`src/rtl/mmio_split_pkg.sv`:
```
`timescale 1ns/1ps
package mmio_split_pkg;
  typedef enum logic [1:0] {
    SPL_IDLE  = 2'd0,
    SPL_ISSUE = 2'd1,
    SPL_WAIT  = 2'd2,
    SPL_DONE  = 2'd3
  } spl_state_e;
endpackage

```
`src/rtl/mmio_split_rstsync.sv`:
```
`timescale 1ns/1ps
module mmio_split_rstsync (
  input  logic clk,
  input  logic rst_n,
  output logic rst_sync_n
);
  logic meta_q;

  always_ff @(posedge clk or negedge rst_n) begin
    if (!rst_n) begin
      meta_q     <= 1'b0;
      rst_sync_n <= 1'b0;
    end else begin
      meta_q     <= 1'b1;
      rst_sync_n <= meta_q;
    end
  end
endmodule

```
`src/rtl/mmio_split_classify.sv`:
```
`timescale 1ns/1ps
module mmio_split_classify #(
  parameter int MAX_BYTES = 8,
  parameter int LEN_W     = 4,
  parameter int SIZE_W    = 2
) (
  input  logic [LEN_W-1:0]  addr_lo,
  input  logic [LEN_W-1:0]  len,
  output logic              whole,
  output logic              bad,
  output logic [SIZE_W-1:0] size_code
);
  logic [LEN_W-1:0] len_m1;
  logic             pow2;
  logic             aligned;

  always_comb begin
    len_m1  = len - LEN_W'(1);
    pow2    = (len & len_m1) == '0;
    aligned = (addr_lo & len_m1) == '0;
    bad     = (len == '0) || (len > LEN_W'(MAX_BYTES));
    whole   = pow2 && aligned && !bad;
  end

  // log2 of the length, valid only for whole transfers
  always_comb begin
    size_code = '0;
    for (int k = 0; k < (1 << SIZE_W); k++) begin
      if (len == LEN_W'(1 << k)) size_code = SIZE_W'(k);
    end
  end
endmodule

```
`src/rtl/mmio_split_seq.sv`:
```
`timescale 1ns/1ps
module mmio_split_seq
  import mmio_split_pkg::*;
#(
  parameter int ADDR_W = 32,
  parameter int LEN_W  = 4,
  parameter int SIZE_W = 2
) (
  input  logic              clk,
  input  logic              rst_n,
  input  logic              req_valid,
  input  logic [ADDR_W-1:0] req_addr,
  input  logic [LEN_W-1:0]  req_len,
  input  logic              req_write,
  input  logic              cls_whole,
  input  logic              cls_bad,
  input  logic [SIZE_W-1:0] cls_size,
  input  logic              perm_ok,
  input  logic              bus_resp_valid,
  input  logic              bus_resp_err,
  output logic              req_ready,
  output logic              accept,
  output logic              capture,
  output logic              issue,
  output logic [ADDR_W-1:0] cur_addr,
  output logic              write_q,
  output logic              whole_q,
  output logic [LEN_W-1:0]  len_q,
  output logic [LEN_W-1:0]  idx_q,
  output logic [SIZE_W-1:0] xfer_size,
  output logic              done_valid,
  output logic              done_fault
);
  spl_state_e        state_q, state_d;
  logic [ADDR_W-1:0] base_q;
  logic [SIZE_W-1:0] size_q;
  logic [LEN_W-1:0]  idx_d;
  logic              fault_q, fault_d;
  logic              last_byte;

  assign last_byte = (idx_q == (len_q - LEN_W'(1)));

  // next-state process
  always_comb begin
    state_d = state_q;
    fault_d = fault_q;
    idx_d   = idx_q;
    accept  = 1'b0;
    issue   = 1'b0;
    capture = 1'b0;
    unique case (state_q)
      SPL_IDLE: begin
        if (req_valid) begin
          accept  = 1'b1;
          idx_d   = '0;
          fault_d = cls_bad;
          state_d = cls_bad ? SPL_DONE : SPL_ISSUE;
        end
      end
      SPL_ISSUE: begin
        if (perm_ok) begin
          issue   = 1'b1;
          state_d = SPL_WAIT;
        end else begin
          fault_d = 1'b1;
          state_d = SPL_DONE;
        end
      end
      SPL_WAIT: begin
        if (bus_resp_valid) begin
          if (bus_resp_err) begin
            fault_d = 1'b1;
            state_d = SPL_DONE;
          end else begin
            capture = 1'b1;
            if (whole_q || last_byte) begin
              state_d = SPL_DONE;
            end else begin
              idx_d   = idx_q + LEN_W'(1);
              state_d = SPL_ISSUE;
            end
          end
        end
      end
      SPL_DONE: state_d = SPL_IDLE;
      default:  state_d = SPL_IDLE;
    endcase
  end

  // register process
  always_ff @(posedge clk or negedge rst_n) begin
    if (!rst_n) begin
      state_q <= SPL_IDLE;
      fault_q <= 1'b0;
      idx_q   <= '0;
      base_q  <= '0;
      len_q   <= '0;
      write_q <= 1'b0;
      whole_q <= 1'b0;
      size_q  <= '0;
    end else begin
      state_q <= state_d;
      fault_q <= fault_d;
      idx_q   <= idx_d;
      if (accept) begin
        base_q  <= req_addr;
        len_q   <= req_len;
        write_q <= req_write;
        whole_q <= cls_whole;
        size_q  <= cls_size;
      end
    end
  end

  assign cur_addr   = base_q + ADDR_W'(idx_q);
  assign xfer_size  = whole_q ? size_q : '0;
  assign req_ready  = (state_q == SPL_IDLE);
  assign done_valid = (state_q == SPL_DONE);
  assign done_fault = fault_q;
endmodule

```
`src/rtl/mmio_split_lanes.sv`:
```
`timescale 1ns/1ps
module mmio_split_lanes #(
  parameter int MAX_BYTES = 8,
  parameter int LEN_W     = 4,
  parameter int LANE_W    = 3,
  parameter int DATA_W    = 64
) (
  input  logic              clk,
  input  logic              rst_n,
  input  logic              accept,
  input  logic              capture,
  input  logic              whole,
  input  logic [LEN_W-1:0]  len,
  input  logic [LEN_W-1:0]  idx,
  input  logic [DATA_W-1:0] req_wdata,
  input  logic [DATA_W-1:0] bus_rdata,
  output logic [DATA_W-1:0] bus_wdata,
  output logic [DATA_W-1:0] rdata_q
);
  logic [DATA_W-1:0] wdata_q;
  logic [DATA_W-1:0] rdata_d;
  logic [7:0]        wbytes [MAX_BYTES];

  for (genvar k = 0; k < MAX_BYTES; k++) begin : g_lane
    assign wbytes[k] = wdata_q[8*k +: 8];
    always_comb begin
      if (whole) begin
        rdata_d[8*k +: 8] = (LEN_W'(k) < len) ? bus_rdata[8*k +: 8] : 8'h00;
      end else if (idx[LANE_W-1:0] == LANE_W'(k)) begin
        rdata_d[8*k +: 8] = bus_rdata[7:0];
      end else begin
        rdata_d[8*k +: 8] = rdata_q[8*k +: 8];
      end
    end
  end

  // a split transfer always drives its byte on the lowest lane
  assign bus_wdata = whole ? wdata_q
                           : {{(DATA_W-8){1'b0}}, wbytes[idx[LANE_W-1:0]]};

  always_ff @(posedge clk or negedge rst_n) begin
    if (!rst_n) begin
      wdata_q <= '0;
      rdata_q <= '0;
    end else begin
      if (accept)  wdata_q <= req_wdata;
      if (accept)       rdata_q <= '0;
      else if (capture) rdata_q <= rdata_d;
    end
  end
endmodule

```
`src/rtl/mmio_split_unit.sv`:
```
`timescale 1ns/1ps
module mmio_split_unit #(
  parameter  int ADDR_W    = 32,
  parameter  int MAX_BYTES = 8,
  localparam int LEN_W     = $clog2(MAX_BYTES + 1),
  localparam int LANE_W    = $clog2(MAX_BYTES),
  localparam int SIZE_W    = $clog2(LANE_W + 1),
  localparam int DATA_W    = 8 * MAX_BYTES
) (
  input  logic              clk,
  input  logic              rst_n,
  input  logic              req_valid,
  output logic              req_ready,
  input  logic [ADDR_W-1:0] req_addr,
  input  logic [LEN_W-1:0]  req_len,
  input  logic              req_write,
  input  logic [DATA_W-1:0] req_wdata,
  output logic              done_valid,
  output logic              done_fault,
  output logic [DATA_W-1:0] done_rdata,
  output logic [ADDR_W-1:0] perm_addr,
  output logic              perm_write,
  input  logic              perm_ok,
  output logic              bus_valid,
  output logic [ADDR_W-1:0] bus_addr,
  output logic [SIZE_W-1:0] bus_size,
  output logic              bus_write,
  output logic [DATA_W-1:0] bus_wdata,
  input  logic              bus_resp_valid,
  input  logic              bus_resp_err,
  input  logic [DATA_W-1:0] bus_rdata
);
  logic              rst_sync_n;
  logic              cls_whole, cls_bad;
  logic [SIZE_W-1:0] cls_size;
  logic              accept, capture, issue;
  logic [ADDR_W-1:0] cur_addr;
  logic              write_q, whole_q;
  logic [LEN_W-1:0]  len_q, idx_q;

  mmio_split_rstsync rst_i (
    .clk(clk), .rst_n(rst_n), .rst_sync_n(rst_sync_n)
  );

  mmio_split_classify #(
    .MAX_BYTES(MAX_BYTES), .LEN_W(LEN_W), .SIZE_W(SIZE_W)
  ) cls_i (
    .addr_lo(req_addr[LEN_W-1:0]), .len(req_len),
    .whole(cls_whole), .bad(cls_bad), .size_code(cls_size)
  );

  mmio_split_seq #(
    .ADDR_W(ADDR_W), .LEN_W(LEN_W), .SIZE_W(SIZE_W)
  ) seq_i (
    .clk(clk), .rst_n(rst_sync_n),
    .req_valid(req_valid), .req_addr(req_addr), .req_len(req_len),
    .req_write(req_write), .cls_whole(cls_whole), .cls_bad(cls_bad),
    .cls_size(cls_size), .perm_ok(perm_ok),
    .bus_resp_valid(bus_resp_valid), .bus_resp_err(bus_resp_err),
    .req_ready(req_ready), .accept(accept), .capture(capture), .issue(issue),
    .cur_addr(cur_addr), .write_q(write_q), .whole_q(whole_q),
    .len_q(len_q), .idx_q(idx_q), .xfer_size(bus_size),
    .done_valid(done_valid), .done_fault(done_fault)
  );

  mmio_split_lanes #(
    .MAX_BYTES(MAX_BYTES), .LEN_W(LEN_W), .LANE_W(LANE_W), .DATA_W(DATA_W)
  ) lanes_i (
    .clk(clk), .rst_n(rst_sync_n),
    .accept(accept), .capture(capture), .whole(whole_q),
    .len(len_q), .idx(idx_q), .req_wdata(req_wdata), .bus_rdata(bus_rdata),
    .bus_wdata(bus_wdata), .rdata_q(done_rdata)
  );

  assign perm_addr  = cur_addr;
  assign perm_write = write_q;
  assign bus_addr   = cur_addr;
  assign bus_write  = write_q;
  assign bus_valid  = issue;
endmodule

```
`config.mk`:
```
export PLATFORM = sky130hd
export DESIGN_NAME = mmio_split_unit
export DESIGN_NICKNAME = d
export VERILOG_FILES = /design/src/rtl/mmio_split_pkg.sv /design/src/rtl/mmio_split_rstsync.sv /design/src/rtl/mmio_split_classify.sv /design/src/rtl/mmio_split_seq.sv /design/src/rtl/mmio_split_lanes.sv /design/src/rtl/mmio_split_unit.sv
export SDC_FILE = /design/constraint.sdc
export NUM_CORES = 1
export LEC_CHECK = 0
export ABC_AREA = 0
export ABC_CLOCK_PERIOD_IN_PS = 5100
export CAP_MARGIN = 15
export CORE_AREA = 2 2 145 147
export CTS_CLUSTER_DIAMETER = 120
export DETAILED_ROUTE_END_ITERATION = 10
export DIE_AREA = 0 0 147 149
export DONT_BUFFER_PORTS = 1
export PLACE_DENSITY = 0.76
export SLEW_MARGIN = 20
export SYNTH_ARGS = -nofsm -noshare
export SYNTH_HDL_FRONTEND = slang
export SYNTH_SLANG_ARGS = --single-unit
```
`constraint.sdc`:
```
create_clock -name clk -period 5.1 [get_ports clk]
set_clock_uncertainty 0.2 [all_clocks]
set_input_delay 0 -clock clk [delete_from_list [all_inputs] [get_ports clk]]
set_output_delay 0 -clock clk [all_outputs]
set_load 0.005 [all_outputs]
```
==> results.yml, run 1 <==
run_status:
  status: "completed"
power:
  internal_power_w: 0.003906
  power_frac_comb_pct: 38.7
  p_sw_w: 0.002832
  clockPowerShare_pct: 20.1
  powerDensity_nw_per_um2: 544.1
  sw_frac_of_total_pct: 42.03
  peakVddDrop_mv: 0.2795
  power_frac_seq_pct: 41.2
  p_leak_nw: 5.974
global_route:
  grt_overflow_total: 0
  track_usage_pct: 28.18
  grt_pass1_wl_um: 48380
  grt_max_degree: 176
  grt_pass1_vias: 8844
  antenna_found_initial: 0
floorplanning:
  die-height_um: 149
  coreArea_um2: 20560
  io_pins: 371
  die_w_um: 147
  die-area_um2: 21900
  std_cell_rows: 53
  initial_core_util_pct: 46.81
timing:
  finalCritPeriodShare_pct: 67.10
  hold_violations: 0
  fin_setup_tns_ns: 0
  relSlewSlack_pct: 34.12
  period_needed_ns: 3.422
  fmax_mhz: 292.2
  worst_pin_slew_ns: 0.9882
  setup_violations: 0
  rsz0062_at_grt: "no"
  slew_viol_final: 0
synthesis:
  synth-edff-count: 0
  async_flop_share_pct: 100.0
  yosys_register_bits: 177
  yosysSeqAreaShare_pct: 46.03
  ys_warn_count: 0
  syn_inst: 1087
  synth_top_flop_cell: "dfrtp_1"
  syn_avg_cell_area_um2: 8.853
  syn_nets: 1282
  synth_cell_types: 48
  synth_area_um2: 9623
flow_run:
  maxCapViolCount: 0
drt:
  wire_per_inst_um: 20.55
  viasPerCell: 5.679
  first_pass_iters: 6
  vias: 8677
  drt.antenna.violating_nets: 0
  dr.first_iter.drc_count: 605
  drt_wl_total_um: 31390
  post-route-drc-count: 0
clock_network:
  clock_sinks: 177
  insertion_delay_ns: 0.43
  cts_resized: 0
  cts_inserted_buffers: 17
  cts_buffer_depth: 2
  clk_pin_slew_worst_paths_ns: 0.08
  tritoncts: "yes"
  cts-root-buf: "clkbuf_16"
  h-tree-depth: 4
place:
  gp_congestion: 0.9134
  numPortBuffers: 0
  dp_hpwl_um: 20120
worst_setup_path:
  r2r_slack_ns: 1.68
  cp_slowest_cell: "buf_4"
  critPathLaunch: "seq_i.state_q[0]"
  crit_arrival_ns: 3.59
  critPathCaptureType: "flop"
  crit_path_end: "lanes_i.wdata_q[19]"
  worstPathRequired_ns: 5.27
  worstRegToRegCells: 7
  crit_chain: "inv_1 > ha_1 > and2_4 > buf_4 > nand2_1 > dlygate4sd3_1 > nand2_1"
  cpMostUsedCell: "nand2_1"
  r2r-start: "seq_i.state_q[0]"
  cp_max_fo: 83
  path_class: "reg -> reg"
  startpoint_type: "flop"
  slowest_delay_ns: 0.72
  r2r_end: "lanes_i.wdata_q[19]"
layout:
  fill_cells: 1593
  syn_to_final_growth_pct: 28.68
  fin_util_pct: 60.24
  drive_gt1_share_pct: 5.990
  nNetsFinal: 1434
worst_hold_path:
  hold_class: "in -> reg"
  min_path_cells: 3
-- critical path: cells and delay by family (launching register included) --
kind,cells,cell delay (ns)
adders and majority gates,1,0.50
buffers and inverters,3,1.44
DFF,1,0.44
and+or+nand+nor,3,0.68
-- synthesized netlist by cell type, drive strengths merged, types with 2 or more instances --
cell | count | area (um^2)
mux2 | 8 | 90.09
nor2 | 24 | 90.09
buf | 47 | 321.6
a221oi | 2 | 23.77
o21ai | 43 | 222.7
a21o | 57 | 427.9
nand2 | 384 | 1441
a211oi | 49 | 367.9
or2 | 5 | 31.28
mux4 | 16 | 360.4
a31oi | 2 | 12.51
nand4 | 9 | 56.30
nor3 | 10 | 55.05
a21oi | 16 | 80.08
clkbuf | 47 | 176.4
or3 | 3 | 18.77
o31ai | 5 | 37.54
xor2 | 12 | 105.1
nand3 | 9 | 45.04
ha | 23 | 287.8
dfrtp | 177 | 4429
and2 | 60 | 375.4
xnor2 | 24 | 210.2
inv | 27 | 101.4
nor2b | 5 | 31.28
mux2i | 9 | 90.09
-- cells in the final DEF (no fill, tap or decap), drive strengths merged, types with 8 or more instances in the layout --
cell type,netlist,final
nand2,384,384
o21ai,43,43
nand4,9,9
clkbuf,47,17
inv,27,35
ha,23,23
xor2,12,12
a211oi,49,49
mux2i,9,9
nor2,24,24
dlygate4sd3,0,222
a21oi,16,16
mux2,8,8
and2,60,60
a21o,57,57
mux4,16,16
dfrtp,177,177
nor3,10,10
xnor2,24,24
nand3,9,9
-- power by group through the flow --
stage               logic [W]  registers (W)  clock network [W]
global placement      0.00216        0.00275                  0
CTS                   0.00256        0.00275            0.00138
detailed placement    0.00222        0.00277                  0
finish                0.00261        0.00277            0.00135
global route          0.00288        0.00284            0.00144
floorplan             0.00198        0.00247                  0
-- logic make-up (layout without fill, tap and decap cells) --
logic type	after synthesis	in the layout	share of synthesized area, %
AND/OR/NAND/NOR	515	515	22.79
AO/OA/AOI/OAI	179	179	12.59
flip-flops	177	177	46.03
buffers and inverters	121	286	6.228
XOR/XNOR	37	37	3.511
multiplexers	33	33	5.617
adder cells (fa/ha/maj)	24	24	3.199
other	1	2	0.03897
-- layout make-up --
type / count / area (um^2) / share of cell area [%]
antenna: 1 / 2.502 / 0.02021
timing repair buffer: 227 / 2272 / 18.35
inverter: 27 / 101.3 / 0.8184
clock buffer: 17 / 425.4 / 3.435
tap: 275 / 344.1 / 2.779
clock inverter: 15 / 191.4 / 1.546
multi-input combinational: 789 / 4608 / 37.21
sequential: 177 / 4438 / 35.84
-- how the worst min path moves through the flow --
| stage | from | end | slack, ns |
|---|---|---|---|
| 2_1_floorplan | rst_n | rst_i.meta_q | -0.50 |
| 3_3_place_gp | rst_n | rst_i.meta_q | -0.50 |
| 3_5_place_dp | rst_n | rst_i.meta_q | -0.50 |
| 4_1_cts | bus_rdata[5] | lanes_i.rdata_q[29] | 0.0002 |
| 5_1_grt | bus_rdata[5] | lanes_i.rdata_q[29] | 0.02 |
| 6_report | req_addr[25] | seq_i.base_q[25] | 0.009 |
-- per-stage QoR --
| stage | setup WS (ns) | cell area, um^2 | hold slack, ns | cells | power [W] |
|---|---|---|---|---|---|
| after detailed placement | 2.012 | 9542 | -0.4955 | 1273 | 0.004996 |
| after floorplan | 1.976 | 9624 | -0.4956 | 1087 | 0.004451 |
| after global routing | 1.366 | 12380 | 0.02394 | 1527 | 0.007164 |
| final | 1.678 | 12380 | 0.008733 | 1528 | 0.006738 |
| after CTS | 1.752 | 12380 | 0.0002325 | 1527 | 0.006681 |
| after global placement | 2.089 | 9538 | -0.4955 | 1273 | 0.004910 |
-- state kept, by name, indices dropped and copies added (netlist names) --
name	cells
seq_i.write_q	1
seq_i.idx_q	4
lanes_i.wdata_q	64
seq_i.done_fault	1
seq_i.state_q	2
seq_i.size_q	2
seq_i.len_q	4
seq_i.whole_q	1
rst_i.rst_sync_n	1
seq_i.base_q	32
rst_i.meta_q	1
lanes_i.rdata_q	64
-- metal layers --
layer / up-vias / global-route usage (%) / share of wire, %
met5: - / 0 / 0
met4: 0 / 11.97 / 3.2
met3: 78 / 6.820 / 8.1
met2: 532 / 49.01 / 50
met1: 4197 / 33.62 / 38
li1: 3870 / - / -
-- timing repair --
| action | in CTS | in global routing |
|---|---|---|
| hold endpoints to repair | 178 | 0 |
| buffers inserted | 0 | 0 |
| hold buffers | 222 | 0 |
Note: power is estimated with default switching activity, not from simulation.
==> run 2: changes to the inputs <==
- ABC_CLOCK_PERIOD_IN_PS: 5100 -> 3400
- PLACE_DENSITY: 0.76 -> 0.73
- clock period: 5.1 -> 3.4 ns (I/O delays scaled with it)
==> results.yml, run 2 (same netlist as run 1, synthesis figures left out) <==
drt:
  wire_per_inst_um: 20.35
  met3_length_um: 2789
  drt_wl_total_um: 31380
  wl_met1_um: 11650
  post-route-drc-count: 0
  first_pass_iters: 7
  maxUsedRoutingLayer: "met4"
  wl_met2_um: 15690
  drt.antenna.violating_nets: 0
  dr.first_iter.drc_count: 591
  viasPerCell: 5.666
  vias: 8737
timing:
  hold_violations: 0
  layout_setup_ws_ns: 0.3297
  fmax_mhz: 325.7
  slew_viol_final: 0
  worst_pin_slew_ns: 1.112
  finalCritPeriodShare_pct: 90.30
  period_needed_ns: 3.070
  relSlewSlack_pct: 25.89
  rsz0062_at_grt: "no"
  fin_setup_tns_ns: 0
  setup_violations: 0
power:
  sw_frac_of_total_pct: 42.60
  powerDensity_nw_per_um2: 797.4
  power_frac_seq_pct: 41.4
  power_frac_comb_pct: 38.8
  clockPowerShare_pct: 19.8
  p_sw_w: 0.004249
  p_leak_nw: 5.963
  peakVddDrop_mv: 0.3991
  internal_power_w: 0.005725
worst_setup_path:
  cp_max_fo: 20
  startpoint_type: "flop"
  crit_buf_inv: 2
  crit_chain: "buf_4 > inv_1 > fa_1 > nor2b_1 > o21a_1 > o21ai_1 > nor3_1 > xor2_1"
  r2r_end: "seq_i.size_q[0]"
  r2r-start: "seq_i.state_q[0]"
  crit_arrival_ns: 2.87
  cp_top_family: "buffers and inverters"
  critPathCaptureType: "output port"
  slowest_delay_ns: 0.48
  path_class: "reg -> out"
  critPathLaunch: "seq_i.idx_q[1]"
  worstRegToRegCells: 7
  r2r_slack_ns: 0.40
  worstPathRequired_ns: 3.20
  cp_slowest_cell: "fa_1"
place:
  place_ws_ns: 0.7105
  dp_hpwl_um: 19610
  gp_congestion: 0.9466
  numPlacedInstances: 1279
  numPortBuffers: 0
  placed_cell_area_um2: 9607
layout:
  reg.largest.list: "lanes_i.rdata_q (64), lanes_i.wdata_q (64), seq_i.base_q (32)"
  fin_util_pct: 60.84
  nNetsFinal: 1448
  syn_to_final_growth_pct: 29.97
  design_area_um2: 12510
  drive_gt1_share_pct: 6.319
  fill_cells: 1594
  final_common_cell: "nand2_1"
  finalNonFillerCells: 1542
  mostFrequentLayoutCells: "383 x nand2_1, 230 x dlygate4sd3_1, 175 x dfrtp_1"
floorplanning:
  std_cell_rows: 53
  io_pins: 371
  die-area_um2: 21900
  initial_core_util_pct: 46.81
  die_w_um: 147
  coreArea_um2: 20560
  die-height_um: 149
worst_hold_path:
  hold_class: "in -> reg"
  hold_end: "lanes_i.rdata_q[63]"
  hp-start: "bus_resp_valid"
  min_path_cells: 3
clock_network:
  clk_pin_slew_worst_paths_ns: 0.07
  h-tree-depth: 4
  cts_buffer_depth: 2
  cts_inserted_buffers: 17
  postCtsSetupBuffers: 0
  insertion_delay_ns: 0.43
  clock_sinks: 177
  cts-root-buf: "clkbuf_16"
  tritoncts: "yes"
  cts_resized: 0
global_route:
  track_usage_pct: 28.28
  grt_pass1_vias: 8810
  grt_max_degree: 111
  grt_overflow_total: 0
  antenna_found_initial: 0
  grt_pass1_wl_um: 48300
run_status:
  status: "completed"
flow_run:
  maxCapViolCount: 0
-- run 2: cell count changes in the layout (fill, tap and decap cells not counted), sizes merged --
cell / previous run / this run
inv: 35 / 36
clkinv: 5 / 6
clkinvlp: 1 / 0
bufinv: 1 / 0
buf: 5 / 11
dlygate4sd3: 222 / 230
-- run 2: through the flow --
| step | hold slack (ns) | power, W |
|---|---|---|
| after floorplan | -0.4956 | 0.006677 |
| after detailed placement | -0.4955 | 0.007499 |
| after global placement | -0.4955 | 0.007355 |
| after global routing | 0.02581 | 0.01061 |
| final | 0.005763 | 0.009973 |
| after CTS | 0.003500 | 0.009847 |
-- run 2: worst reg2reg max path: stages, from the launching register on --
cell	delay, ns
dfrtp_1	0.42
inv_1	0.09
ha_1	0.39
nand2_4	0.19
buf_4	0.78
nand2_1	0.20
o31ai_1	0.10
dlygate4sd3_1	0.58
-- run 2: routing by layer --
metal | vias up | global-route usage, %
met3 | 97 | 7.095
met5 | - | 0
met4 | 0 | 13.22
met2 | 529 | 48.52
met1 | 4230 | 33.61
li1 | 3881 | -
-- run 2: worst max path at each step --
| stage | end | depth (start not counted) |
|---|---|---|
| after floorplan | lanes_i.rdata_q[0] | 0 |
| after global placement | lanes_i.rdata_q[61] | 6 |
| after detailed placement | lanes_i.rdata_q[60] | 6 |
| after CTS | bus_addr[28] | 8 |
| after global routing | perm_addr[20] | 8 |
| final | perm_addr[18] | 8 |
-- run 2: repair_timing --
item	CTS	global route
hold buffers	230	0
endpoints found under the hold margin	178	0
setup endpoints to repair	0	0
-- run 2: layout make-up --
cell class / count / area, um^2 / share of cell area (%)
Antenna cell: 1 / 2.502 / 0.02001
Sequential cell: 177 / 4437 / 35.47
Clock inverter: 15 / 166.4 / 1.331
Multi-Input combinational cell: 789 / 4608 / 36.84
Tap cell: 275 / 344.1 / 2.751
Timing Repair Buffer: 241 / 2422 / 19.37
Clock buffer: 17 / 425.4 / 3.401
Inverter: 27 / 101.3 / 0.8103
-- run 2: power by group through the flow --
stage | logic [W] | clock network (W) | registers [W]
2_1_floorplan | 0.00298 | 0 | 0.00370
3_3_place_gp | 0.00328 | 0 | 0.00408
6_report | 0.00387 | 0.00197 | 0.00413
4_1_cts | 0.00377 | 0.00201 | 0.00407
5_1_grt | 0.00429 | 0.00209 | 0.00423
3_5_place_dp | 0.00338 | 0 | 0.00411
==> run 3: changes to the inputs <==
- ABC_AREA: 0 -> 1
- CORE_AREA: 2 2 145 147 -> 2 2 144 146
- CTS_CLUSTER_DIAMETER: 120 -> 100
- DIE_AREA: 0 0 147 149 -> 0 0 146 148
- PLACE_DENSITY: 0.73 -> 0.76
==> results.yml, run 3 <==
synthesis:
  yosysSeqAreaShare_pct: 44.05
  synth_top_flop_cell: "dfrtp_1"
  yosysTopAreaCell: "dfrtp_1"
  syn_inst: 1367
  yosys-top-cells-area: "dfrtp_1 44%, nand2_1 19%, inv_1 5.7%"
  syn_avg_cell_area_um2: 7.356
  yosys_register_bits: 177
  synthDominantCellAreaShare_pct: 44.05
  synth_area_um2: 10060
  syn_nets: 1562
  ys_warn_count: 0
  async_flop_share_pct: 100.0
  synth_common_cells: "515 x nand2_1, 177 x dfrtp_1, 153 x inv_1"
  synth_most_common_cell: "nand2_1"
  synth-edff-count: 0
  synth_cell_types: 38
layout:
  nNetsFinal: 1767
  final_common_cell: "nand2_1"
  mostFrequentLayoutCells: "514 x nand2_1, 256 x dlygate4sd3_1, 175 x dfrtp_1"
  syn_to_final_growth_pct: 31.65
  drive_gt1_share_pct: 4.669
  reg.largest.list: "lanes_i.rdata_q (64), lanes_i.wdata_q (64), seq_i.base_q (32)"
  design_area_um2: 13240
worst_setup_path:
  critPathCaptureType: "flop"
  path_class: "reg -> reg"
  cp_max_fo: 14
  cp_top_family: "buffers and inverters"
  startpoint_type: "flop"
  crit_chain: "inv_1 > ha_1 > nand2_4 > nand2_1 > dlygate4sd3_1 > nand2_1 > inv_1 > o31ai_1 > dlygate4sd3_1"
  crit_buf_inv: 4
  crit_arrival_ns: 3.41
  cp_slowest_cell: "dlygate4sd3_1"
  worstPathRequired_ns: 3.56
  slowest_delay_ns: 0.60
drt:
  wire_per_inst_um: 19.22
  first_pass_iters: 6
  drt_wl_total_um: 35690
  drt.antenna.violating_nets: 0
  dr.first_iter.drc_count: 799
  vias: 10440
  viasPerCell: 5.621
  post-route-drc-count: 0
clock_network:
  tritoncts: "yes"
  cts_inserted_buffers: 17
  h-tree-depth: 4
  cts-root-buf: "clkbuf_16"
  cts_buffer_depth: 2
  clk_pin_slew_worst_paths_ns: 0.07
  postCtsSetupBuffers: 0
  clock_sinks: 177
  insertion_delay_ns: 0.42
floorplanning:
  die-height_um: 148
  initial_core_util_pct: 50.18
  die_w_um: 146
  coreArea_um2: 20040
  std_cell_rows: 52
  die-area_um2: 21610
  io_pins: 371
place:
  dp_hpwl_um: 22770
  numPortBuffers: 0
  place_ws_ns: 0.8971
  placed_cell_area_um2: 10090
  gp_congestion: 0.9412
power:
  p_leak_nw: 6.941
  powerDensity_nw_per_um2: 803.8
  peakVddDrop_mv: 0.3707
timing:
  finalCritPeriodShare_pct: 95.68
  period_needed_ns: 3.253
  fmax_mhz: 307.4
  hold_violations: 0
  layout_setup_ws_ns: 0.1468
  relSlewSlack_pct: 49.15
  slew_viol_final: 0
  rsz0062_at_grt: "no"
  worst_pin_slew_ns: 0.7569
  setup_violations: 0
  fin_setup_tns_ns: 0
global_route:
  grt_pass1_wl_um: 55920
  grt_overflow_total: 0
  antenna_found_initial: 2
  grt_max_degree: 111
  track_usage_pct: 32.63
  grt_pass1_vias: 10340
worst_hold_path:
  hold_class: "in -> reg"
run_status:
  status: "completed"
flow_run:
  maxCapViolCount: 0
[run 3: stage by stage]
stage | total power [W] | instances | hold slack (ns) | utilization [%]
after detailed placement | 0.007612 | 1567 | -0.4955 | 50.36
after global routing | 0.01136 | 1857 | 0.01512 | 66.07
after global placement | 0.007497 | 1567 | -0.4956 | 50.36
after floorplan | 0.006655 | 1367 | -0.4956 | -
after CTS | 0.01043 | 1855 | 0.001777 | 66.04
final | 0.01064 | 1857 | 0.02190 | 66.07
[run 3: power by group]
part           switching, W  leakage (nW)  total [W]  internal, W
Clock              0.000960         0.277    0.00196     0.000999
Combinational       0.00273          4.45    0.00462      0.00189
Sequential          0.00102          2.22    0.00407      0.00305
[run 3: final cells by class]
type	instances	area, um^2
Antenna cell	2	5.005
Clock buffer	18	439.2
Clock inverter	14	141.4
Fill cell	1567	6800
Inverter	156	586.8
Multi-Input combinational cell	943	4537
Sequential cell	177	4434
Tap cell	270	337.8
Timing Repair Buffer	277	2758
[run 3: logic make-up (layout without fill, tap and decap cells)]
group / Yosys count / in the layout / share of synthesized area [%]
XOR/XNOR: 27 / 27 / 2.352
AO/OA/AOI/OAI: 220 / 220 / 12.93
adder cells (fa/ha/maj): 24 / 24 / 3.061
buffers and inverters: 247 / 465 / 10.91
other: 1 / 3 / 0.03729
AND/OR/NAND/NOR: 671 / 671 / 26.66
flip-flops: 177 / 177 / 44.05
[run 3: path summary, 6_finish.rpt]
path                       slack (ns)  cells after the start                  end             start
max reg2reg                      0.15                      9  lanes_i.rdata_q[22]  seq_i.state_q[0]
max                              0.15                      9  lanes_i.rdata_q[22]  seq_i.state_q[0]
min in group asynchronous        0.15                      2     rst_i.rst_sync_n             rst_n
min                              0.02                      3  lanes_i.wdata_q[16]     req_wdata[16]
min reg2reg                      0.16                      0  lanes_i.wdata_q[13]  rst_i.rst_sync_n
max in group asynchronous        1.96                      1  lanes_i.wdata_q[62]  rst_i.rst_sync_n
[run 3: timing repair]
action / 4_1_cts / 5_1_grt
setup endpoints to repair: 0 / 0
hold buffers: 256 / 0
hold endpoints to repair: 178 / 0
resized for setup: 0 / 0
[run 3: layer usage]
metal / up-vias / global-route usage (%) / part of all wire [%]
met5: - / 0 / 0
met4: 0 / 14.08 / 4.0
met3: 115 / 7.963 / 8.8
met2: 667 / 56.44 / 50
met1: 4944 / 38.93 / 38
li1: 4713 / - / -
[run 3: worst register-to-register path, stage by stage (launching register included)]
cell           delay (ns)
dfrtp_1              0.40
inv_1                0.10
ha_1                 0.31
nand2_4              0.22
nand2_1              0.08
dlygate4sd3_1        0.59
nand2_1              0.17
inv_1                0.20
o31ai_1              0.32
dlygate4sd3_1        0.60
